`src/rtl/psram_pkg.sv`:
```
package psram_pkg;

  typedef enum logic [1:0] {
    ST_IDLE  = 2'd0,
    ST_ADDR  = 2'd1,
    ST_BURST = 2'd2,
    ST_GAP   = 2'd3
  } psram_state_e;

  function automatic int ceil_div(input int num, input int den);
    return (num + den - 1) / den;
  endfunction

endpackage

```
`src/rtl/psram_rst_sync.sv`:
```
module psram_rst_sync (
  input  logic clk,
  input  logic rst_n,
  output logic rst_n_sync
);

  logic meta_q;
  logic sync_q;

  always_ff @(posedge clk or negedge rst_n) begin
    if (!rst_n) begin
      meta_q <= 1'b0;
      sync_q <= 1'b0;
    end else begin
      meta_q <= 1'b1;
      sync_q <= meta_q;
    end
  end

  assign rst_n_sync = sync_q;

endmodule

```
`src/rtl/psram_span_timer.sv`:
```
module psram_span_timer #(
  parameter int MAX_CYC = 625
) (
  input  logic clk,
  input  logic rst_n,
  input  logic cs_low,
  output logic limit_hit
);

  localparam int CW = $clog2(MAX_CYC + 1);
  localparam logic [CW-1:0] LAST_C = CW'(MAX_CYC - 1);

  logic [CW-1:0] span_q;
  logic [CW-1:0] span_d;
  logic          span_en;

  // Count low cycles of chip-select; clear once it is high again.
  always_comb begin
    span_en = cs_low || (span_q != '0);
    span_d  = cs_low ? span_q + CW'(1) : '0;
  end

  always_ff @(posedge clk or negedge rst_n) begin
    if (!rst_n) begin
      span_q <= '0;
    end else if (span_en) begin
      span_q <= span_d;
    end
  end

  assign limit_hit = cs_low && (span_q == LAST_C);

endmodule

```
`src/rtl/psram_ctrl_fsm.sv`:
```
module psram_ctrl_fsm
  import psram_pkg::*;
#(
  parameter int ADDR_W    = 22,
  parameter int BE_W      = 2,
  parameter int LATENCY   = 5,
  parameter int BURST_LEN = 4,
  parameter int GAP_CYC   = 1
) (
  input  logic              clk,
  input  logic              rst_n,
  input  logic              req,
  input  logic              req_we,
  input  logic [ADDR_W-1:0] req_addr,
  input  logic [BE_W-1:0]   req_be,
  input  logic              limit_hit,
  input  logic              wait_i,
  output logic              ack,
  output logic              err,
  output logic              wr_rdy,
  output logic              rd_cap,
  output logic              adv_n,
  output logic              cs_n,
  output logic              we_n,
  output logic              oe_n,
  output logic [BE_W-1:0]   be_n,
  output logic [ADDR_W-1:0] addr
);

  localparam int LCW = $clog2(LATENCY + BURST_LEN + 1);
  localparam int GCW = $clog2(GAP_CYC + 1);
  localparam logic [LCW-1:0] WR_FIRST = LCW'(LATENCY - 2);
  localparam logic [LCW-1:0] WR_LAST  = LCW'(LATENCY + BURST_LEN - 3);
  localparam logic [LCW-1:0] RD_FIRST = LCW'(LATENCY - 1);
  localparam logic [LCW-1:0] RD_LAST  = LCW'(LATENCY + BURST_LEN - 2);
  localparam logic [LCW-1:0] WAIT_CHK = LCW'(LATENCY - 2);
  localparam logic [GCW-1:0] GAP_LAST = GCW'(GAP_CYC - 1);

  psram_state_e      st_q, st_d;
  logic [LCW-1:0]    lcnt_q, lcnt_d;
  logic [GCW-1:0]    gcnt_q, gcnt_d;
  logic              dir_q, dir_d;
  logic              adv_q, adv_d, cs_q, cs_d, we_q, we_d, oe_q, oe_d;
  logic [BE_W-1:0]   be_q, be_d;
  logic [ADDR_W-1:0] addr_q;
  logic              ack_q, ack_d, err_q, err_d;
  logic              accept;
  logic              in_burst, wr_win, rd_win, wait_bad, nat_end, stop, err_set;

  // Beat windows and end conditions, counted from the address cycle.
  always_comb begin
    in_burst = (st_q == ST_BURST);
    wr_win   = in_burst && dir_q && (lcnt_q >= WR_FIRST) && (lcnt_q <= WR_LAST);
    rd_win   = in_burst && !dir_q && (lcnt_q >= RD_FIRST) && (lcnt_q <= RD_LAST);
    wait_bad = in_burst && !dir_q && (lcnt_q == WAIT_CHK) && !wait_i;
    nat_end  = in_burst && (lcnt_q == RD_LAST);
    stop     = in_burst && (nat_end || wait_bad || limit_hit);
    err_set  = stop && (wait_bad || (limit_hit && !nat_end));
  end

  assign wr_rdy = wr_win && !limit_hit;
  assign rd_cap = rd_win;

  always_comb begin
    st_d   = st_q;
    lcnt_d = lcnt_q;
    gcnt_d = gcnt_q;
    dir_d  = dir_q;
    adv_d  = adv_q;
    cs_d   = cs_q;
    we_d   = we_q;
    oe_d   = oe_q;
    be_d   = be_q;
    ack_d  = 1'b0;
    err_d  = err_q || err_set;
    accept = 1'b0;
    case (st_q)
      ST_IDLE: begin
        if (req) begin
          accept = 1'b1;
          st_d   = ST_ADDR;
          adv_d  = 1'b0;
          cs_d   = 1'b0;
          we_d   = !req_we;
          dir_d  = req_we;
          be_d   = ~req_be;
        end
      end
      ST_ADDR: begin
        st_d   = ST_BURST;
        adv_d  = 1'b1;
        lcnt_d = LCW'(1);
        oe_d   = dir_q;
      end
      ST_BURST: begin
        if (stop) begin
          st_d   = ST_GAP;
          cs_d   = 1'b1;
          we_d   = 1'b1;
          oe_d   = 1'b1;
          be_d   = '1;
          ack_d  = 1'b1;
          gcnt_d = '0;
        end else begin
          lcnt_d = lcnt_q + LCW'(1);
        end
      end
      ST_GAP: begin
        if (gcnt_q == GAP_LAST) begin
          st_d = ST_IDLE;
        end else begin
          gcnt_d = gcnt_q + GCW'(1);
        end
      end
      default: st_d = ST_IDLE;
    endcase
  end

  always_ff @(posedge clk or negedge rst_n) begin
    if (!rst_n) begin
      st_q   <= ST_IDLE;
      lcnt_q <= '0;
      gcnt_q <= '0;
      dir_q  <= 1'b0;
      adv_q  <= 1'b1;
      cs_q   <= 1'b1;
      we_q   <= 1'b1;
      oe_q   <= 1'b1;
      be_q   <= '1;
      ack_q  <= 1'b0;
      err_q  <= 1'b0;
    end else begin
      st_q   <= st_d;
      lcnt_q <= lcnt_d;
      gcnt_q <= gcnt_d;
      dir_q  <= dir_d;
      adv_q  <= adv_d;
      cs_q   <= cs_d;
      we_q   <= we_d;
      oe_q   <= oe_d;
      be_q   <= be_d;
      ack_q  <= ack_d;
      err_q  <= err_d;
    end
  end

  always_ff @(posedge clk or negedge rst_n) begin
    if (!rst_n) begin
      addr_q <= '0;
    end else if (accept) begin
      addr_q <= req_addr;
    end
  end

  assign ack   = ack_q;
  assign err   = err_q;
  assign adv_n = adv_q;
  assign cs_n  = cs_q;
  assign we_n  = we_q;
  assign oe_n  = oe_q;
  assign be_n  = be_q;
  assign addr  = addr_q;

endmodule

```
`src/rtl/psram_dq_path.sv`:
```
module psram_dq_path #(
  parameter int DATA_W = 16
) (
  input  logic              clk,
  input  logic              rst_n,
  input  logic              wr_take,
  input  logic [DATA_W-1:0] wr_data,
  input  logic              rd_cap,
  input  logic [DATA_W-1:0] dq_i,
  output logic [DATA_W-1:0] dq_o,
  output logic              dq_oe,
  output logic [DATA_W-1:0] rd_data,
  output logic              rd_valid
);

  logic [DATA_W-1:0] dq_o_q, rd_data_q;
  logic              dq_oe_q, rd_valid_q;

  always_ff @(posedge clk or negedge rst_n) begin
    if (!rst_n) begin
      dq_oe_q    <= 1'b0;
      rd_valid_q <= 1'b0;
    end else begin
      dq_oe_q    <= wr_take;
      rd_valid_q <= rd_cap;
    end
  end

  always_ff @(posedge clk or negedge rst_n) begin
    if (!rst_n) begin
      dq_o_q <= '0;
    end else if (wr_take) begin
      dq_o_q <= wr_data;
    end
  end

  always_ff @(posedge clk or negedge rst_n) begin
    if (!rst_n) begin
      rd_data_q <= '0;
    end else if (rd_cap) begin
      rd_data_q <= dq_i;
    end
  end

  assign dq_o     = dq_o_q;
  assign dq_oe    = dq_oe_q;
  assign rd_data  = rd_data_q;
  assign rd_valid = rd_valid_q;

endmodule

```
`src/rtl/psram_burst_ctrl.sv`:
```
module psram_burst_ctrl
  import psram_pkg::*;
#(
  parameter int ADDR_W        = 22,
  parameter int DATA_W        = 16,
  parameter int LATENCY       = 5,
  parameter int BURST_LEN     = 4,
  parameter int CLK_PERIOD_PS = 10000,
  parameter int GAP_PS        = 7000,
  parameter int MAX_BURST_PS  = 2500000
) (
  input  logic                clk,
  input  logic                rst_n,
  input  logic                req,
  input  logic                req_we,
  input  logic [ADDR_W-1:0]   req_addr,
  input  logic [DATA_W/8-1:0] req_be,
  output logic                ack,
  output logic                err,
  input  logic [DATA_W-1:0]   wr_data,
  output logic                wr_rdy,
  output logic [DATA_W-1:0]   rd_data,
  output logic                rd_valid,
  output logic                mem_clk,
  output logic                mem_adv_n,
  output logic                mem_cs_n,
  output logic                mem_we_n,
  output logic                mem_oe_n,
  output logic [DATA_W/8-1:0] mem_be_n,
  output logic [ADDR_W-1:0]   mem_addr,
  output logic [DATA_W-1:0]   mem_dq_o,
  output logic                mem_dq_oe,
  input  logic [DATA_W-1:0]   mem_dq_i,
  input  logic                mem_wait
);

  localparam int BE_W     = DATA_W / 8;
  localparam int GAP_RAW  = ceil_div(GAP_PS, CLK_PERIOD_PS);
  localparam int GAP_CYC  = (GAP_RAW < 1) ? 1 : GAP_RAW;
  localparam int MAX_CYC  = MAX_BURST_PS / CLK_PERIOD_PS;

  logic rst_n_int;
  logic limit_hit;
  logic rd_cap;

  assign mem_clk = clk;

  psram_rst_sync u_rst (
    .clk        (clk),
    .rst_n      (rst_n),
    .rst_n_sync (rst_n_int)
  );

  psram_span_timer #(.MAX_CYC(MAX_CYC)) u_span (
    .clk       (clk),
    .rst_n     (rst_n_int),
    .cs_low    (!mem_cs_n),
    .limit_hit (limit_hit)
  );

  psram_ctrl_fsm #(
    .ADDR_W    (ADDR_W),
    .BE_W      (BE_W),
    .LATENCY   (LATENCY),
    .BURST_LEN (BURST_LEN),
    .GAP_CYC   (GAP_CYC)
  ) u_fsm (
    .clk       (clk),
    .rst_n     (rst_n_int),
    .req       (req),
    .req_we    (req_we),
    .req_addr  (req_addr),
    .req_be    (req_be),
    .limit_hit (limit_hit),
    .wait_i    (mem_wait),
    .ack       (ack),
    .err       (err),
    .wr_rdy    (wr_rdy),
    .rd_cap    (rd_cap),
    .adv_n     (mem_adv_n),
    .cs_n      (mem_cs_n),
    .we_n      (mem_we_n),
    .oe_n      (mem_oe_n),
    .be_n      (mem_be_n),
    .addr      (mem_addr)
  );

  psram_dq_path #(.DATA_W(DATA_W)) u_dq (
    .clk      (clk),
    .rst_n    (rst_n_int),
    .wr_take  (wr_rdy),
    .wr_data  (wr_data),
    .rd_cap   (rd_cap),
    .dq_i     (mem_dq_i),
    .dq_o     (mem_dq_o),
    .dq_oe    (mem_dq_oe),
    .rd_data  (rd_data),
    .rd_valid (rd_valid)
  );

endmodule

```
`config.mk`:
```
export PLATFORM = sky130hd
export DESIGN_NAME = psram_burst_ctrl
export DESIGN_NICKNAME = d
export VERILOG_FILES = /design/src/rtl/psram_pkg.sv /design/src/rtl/psram_rst_sync.sv /design/src/rtl/psram_span_timer.sv /design/src/rtl/psram_ctrl_fsm.sv /design/src/rtl/psram_dq_path.sv /design/src/rtl/psram_burst_ctrl.sv
export SDC_FILE = /design/constraint.sdc
export NUM_CORES = 1
export LEC_CHECK = 0
export BUFFER_PORTS_ARGS = -buffer_cell sky130_fd_sc_hd__buf_4
export CORE_MARGIN = 2
export CORE_UTILIZATION = 53
export DETAILED_ROUTE_END_ITERATION = 10
export PLACE_DENSITY = 0.89
export SYNTH_ARGS = -nofsm -noshare
export SYNTH_HDL_FRONTEND = slang
export SYNTH_SLANG_ARGS = --single-unit
export TNS_END_PERCENT = 50
```
`constraint.sdc`:
```
create_clock -name clk -period 7.46 [get_ports clk]
set_clock_uncertainty 0.15 [all_clocks]
set_input_delay 1.865 -clock clk [delete_from_list [all_inputs] [get_ports clk]]
set_output_delay 1.865 -clock clk [all_outputs]
set_load 0.01 [all_outputs]
```
# Word level (Yosys, flattened, before mapping)
# Cells that the tools add are included.
# Widths: inputs -> output; s select.
# totals
in_bits	61
reg_bits	82
# classes
n_lt_le_gt_ge	4
add_sub_neg	3
reduce_logical	38
n_bitwise	1
n_mux	23
eq_ne	10
# op_table
cell	count
$logic_and 1x1->1	14
$pmux 1 s2	5
$reduce_and 2->1	5
$mux 1	9
$add 8x1->8 const B	1
$eq 8x8->1 const B	1
$le 4x3->1 const B	2
$mux 2	4
$mux 8	1
$ne 2x2->1 const B	4
$pmux 2 s4	1
$pmux 4 s2	1
$reduce_bool 2->1	4
$reduce_bool 8->1	1
$logic_not 1->1	6
$reduce_and 3->1	2
$logic_or 1x1->1	5
$add 4x1->4 const B	1
$eq 2x2->1 const B	2
$eq 4x2->1 const B	1
$eq 4x3->1 const B	1
$ge 4x2->1 const B	1
$ge 4x3->1 const B	1
$mux 4	1
5 further kinds	5

# Depth between registers and ports, before layout
# logic_depth
word_depth	9
depth_mapped	7

# By module
# From an unflattened synthesis, not the netlist that was laid out.
# hier_totals
cells_unflattened	269
hier_area_um2	3676.0
# modules_own_cells
mod	n_inst	seq_area_each_um2	area_per_inst_um2	cells_each
psram_ctrl_fsm	1	933.4	1826.8	148
psram_dq_path	1	850.8	1348.8	70
psram_span_timer	1	200.2	435.4	46
psram_rst_sync	1	50.0	53.8	3
psram_burst_ctrl	1	0.0	11.3	2

==> out/qor.yml <==
grt_max_degree: 80
outcome: "finished clean"
postCtsSetupRepairBufs: 0
yosysTopAreaCellShare: 0.548
cts.clk_slew.worst_paths_ns: 0.08
report.final.slew_viol_count: 0
crit_start: "clk"
ys_ff_latch: 81
hold_path_class: "flip-flop to flip-flop"
postLayoutCellArea_sq_um: 4660
ant_nets: 0
pwr-share-clk: 0.185
cp-end-kind: "output port"
start_util: 0.542
synth_area_leaders: "dfrtp_1, mux2_2, dfstp_2"
vias: 2411
async_reset_ff_frac: 1.00
grt_setup_unrepaired: "false"
pre_cts_ws_ns: 1.60
grt_use_total: 0.219
clock_latency_ns: 0.44
hold_viol: 0
wire_per_inst_um: 16.6
synth_warnings: 0
r2r_slack_ns: 5.08
crit_required_ns: 5.45
multi_input_area_sq_um: 1310
synth_cell_types: 46
cts_tree: "built"
fin_ws_ns: 1.36
ys_seq_area_frac: 0.594
synth_ff_type: "dfrtp_1"
p_switching_mw: 0.682
io_pins: 127
power_frac_comb: 0.418
start_kind: "clock port"
relSlewSlack: 0.310
die_y_um: 84.4
synth-edff-count: 0
drt_iter0_drc: 71
p_sw_frac: 0.335
vdd_drop_max_mv: 0.285
setup_tns_ns: 0
synth_nets: 308
die-area_sq_um: 7120
p_seq_frac: 0.397
hold_buffers: 0
numPortBuffers: 126
drt-total-wl_mm: 7.49
worst_pin_slew_ns: 1.03
num-nets-final: 438
netlist_instances: 239
antenna_cells: 0
grt_pass1_wl_mm: 12.1
rr_worst_depth: 4
reg2reg_to: "u_fsm.addr[5]$_DFFE_PN0P_"
crit_fanout: 2
p_leak_nw: 2.27
drive_gt1_frac: 0.572
worstSetupEndpoint: "mem_clk"
power.internal_mw: 1.35
yosys.area.top_type: "dfrtp_1"
postPlaceCellArea_sq_um: 4420
coreArea_sq_um: 6310
dr.pass1.iters: 4
r2r-start: "u_fsm.st_q[1]$_DFFE_PN0P_"
synth_area_sq_um: 3420
overflow: 0
first_global_vias: 2598
power_density_nw_per_um2: 437
synthToLayoutAreaGrowth_pct: 36.1
chipWidth_um: 84.4
cts_resized: 0
seq_area_sq_um: 2040
gp_congestion: 0.817
power.total_mw: 2.03
setup_violations: 0
grt_antenna_before_repair: 0
criticalPathCategory: "clock port to output port"
viasPerCell: 5.35
fillers: 420
syn_area_per_cell_sq_um: 14.3
dpl.hpwl_mm: 5.48
drv_cap: 0
drc: 0
arrival_ns: 4.09
rows: 29
## flip-flops by register name, summed over array words and instances (netlist names)
register          flops
u_dq.dq_o            16
u_span.span_q         8
u_fsm.we_n            1
u_dq.rd_data         16
u_fsm.cs_n            1
u_fsm.err             1
u_fsm.ack             1
u_fsm.be_n            2
u_rst.rst_n_sync      1
u_fsm.st_q            2
u_fsm.lcnt_q          4
u_fsm.addr           22
u_fsm.oe_n            1
u_fsm.dir_q           1
u_dq.rd_valid         1
u_fsm.adv_n           1
u_rst.meta_q          1
u_dq.dq_oe            1
## area by class of cell
cell class                      count  share of cell area
Sequential cell                    81               0.437
Multi-Input combinational cell    141               0.281
Timing Repair Buffer              125               0.201
Clock buffer                       15              0.0408
Tap cell                           77              0.0207
Clock inverter                      5              0.0134
Inverter                            7             0.00564
## cell usage in the layout, fill, tap and decap left out, types with 3 or more instances in the layout
| cell type | count |
|---|---|
| mux2i_1 | 6 |
| nand2b_1 | 3 |
| a31oi_1 | 3 |
| nand3_1 | 7 |
| nor2_1 | 9 |
| dfstp_2 | 6 |
| clkbuf_8 | 13 |
| xor2_1 | 3 |
| o21ai_0 | 3 |
| mux2_2 | 47 |
| inv_1 | 7 |
| o22a_1 | 3 |
| a21oi_1 | 3 |
| nand2_1 | 8 |
| ha_1 | 8 |
| mux2_4 | 9 |
| buf_4 | 126 |
| dfrtp_1 | 74 |
## routing by layer
layer | global-route usage | wire [um]
met2 | 0.354 | 3720
met1 | 0.257 | 2940
met3 | 0.102 | 696
met5 | 0 | 0
met4 | 0.0837 | 125
## worst min path at each step
stage               depth (start not counted)  slack, ns                         end                    from
detailed placement                          0       0.19  u_rst.rst_n_sync$_DFF_PN0_  u_rst.meta_q$_DFF_PN0_
global placement                            0       0.19  u_rst.rst_n_sync$_DFF_PN0_  u_rst.meta_q$_DFF_PN0_
floorplan                                   0       0.18  u_rst.rst_n_sync$_DFF_PN0_  u_rst.meta_q$_DFF_PN0_
CTS                                         0       0.21  u_rst.rst_n_sync$_DFF_PN0_  u_rst.meta_q$_DFF_PN0_
global route                                0       0.21  u_rst.rst_n_sync$_DFF_PN0_  u_rst.meta_q$_DFF_PN0_
finish                                      0       0.20  u_rst.rst_n_sync$_DFF_PN0_  u_rst.meta_q$_DFF_PN0_
## power groups by stage
stage | registers, mW | logic, mW | clock network (mW)
floorplan | 0.863 | 0.416 | 0.0110
finish | 0.809 | 0.850 | 0.376
global placement | 0.797 | 0.822 | 0.0110
global route | 0.840 | 0.916 | 0.405
detailed placement | 0.813 | 0.862 | 0.0110
CTS | 0.810 | 0.864 | 0.384
## metrics by stage
step	std cells	hold WS [ns]	util
4_1_cts	451	0.206	0.738
6_report	451	0.204	0.738
3_5_place_dp	432	0.188	0.699
2_1_floorplan	239	0.181	-
5_1_grt	451	0.214	0.738
3_3_place_gp	432	0.186	0.699
## Yosys cell counts (4+ instances only)
master / count
dfrtp_1: 75
mux2_2: 47
nor2_1: 9
dfstp_2: 6
buf_2: 4
clkbuf_1: 4
nand2_1: 8
mux2_4: 9
nand3_1: 7
inv_1: 7
mux2i_1: 6
ha_1: 8
## logic make-up after synthesis
logic type               synth area share
multiplexers                        0.212
flip-flops                          0.594
buffers and inverters              0.0234
adder cells (fa/ha/maj)            0.0292
other                             0.00110
XOR/XNOR                           0.0102
AO/OA/AOI/OAI                      0.0497
AND/OR/NAND/NOR                    0.0804
## critical path, cell delays in order
cell      delay [ns]
clkbuf_8        0.11
clkbuf_8        0.12
buf_4           0.13
No activity file was read; power rests on OpenSTA's default activity.
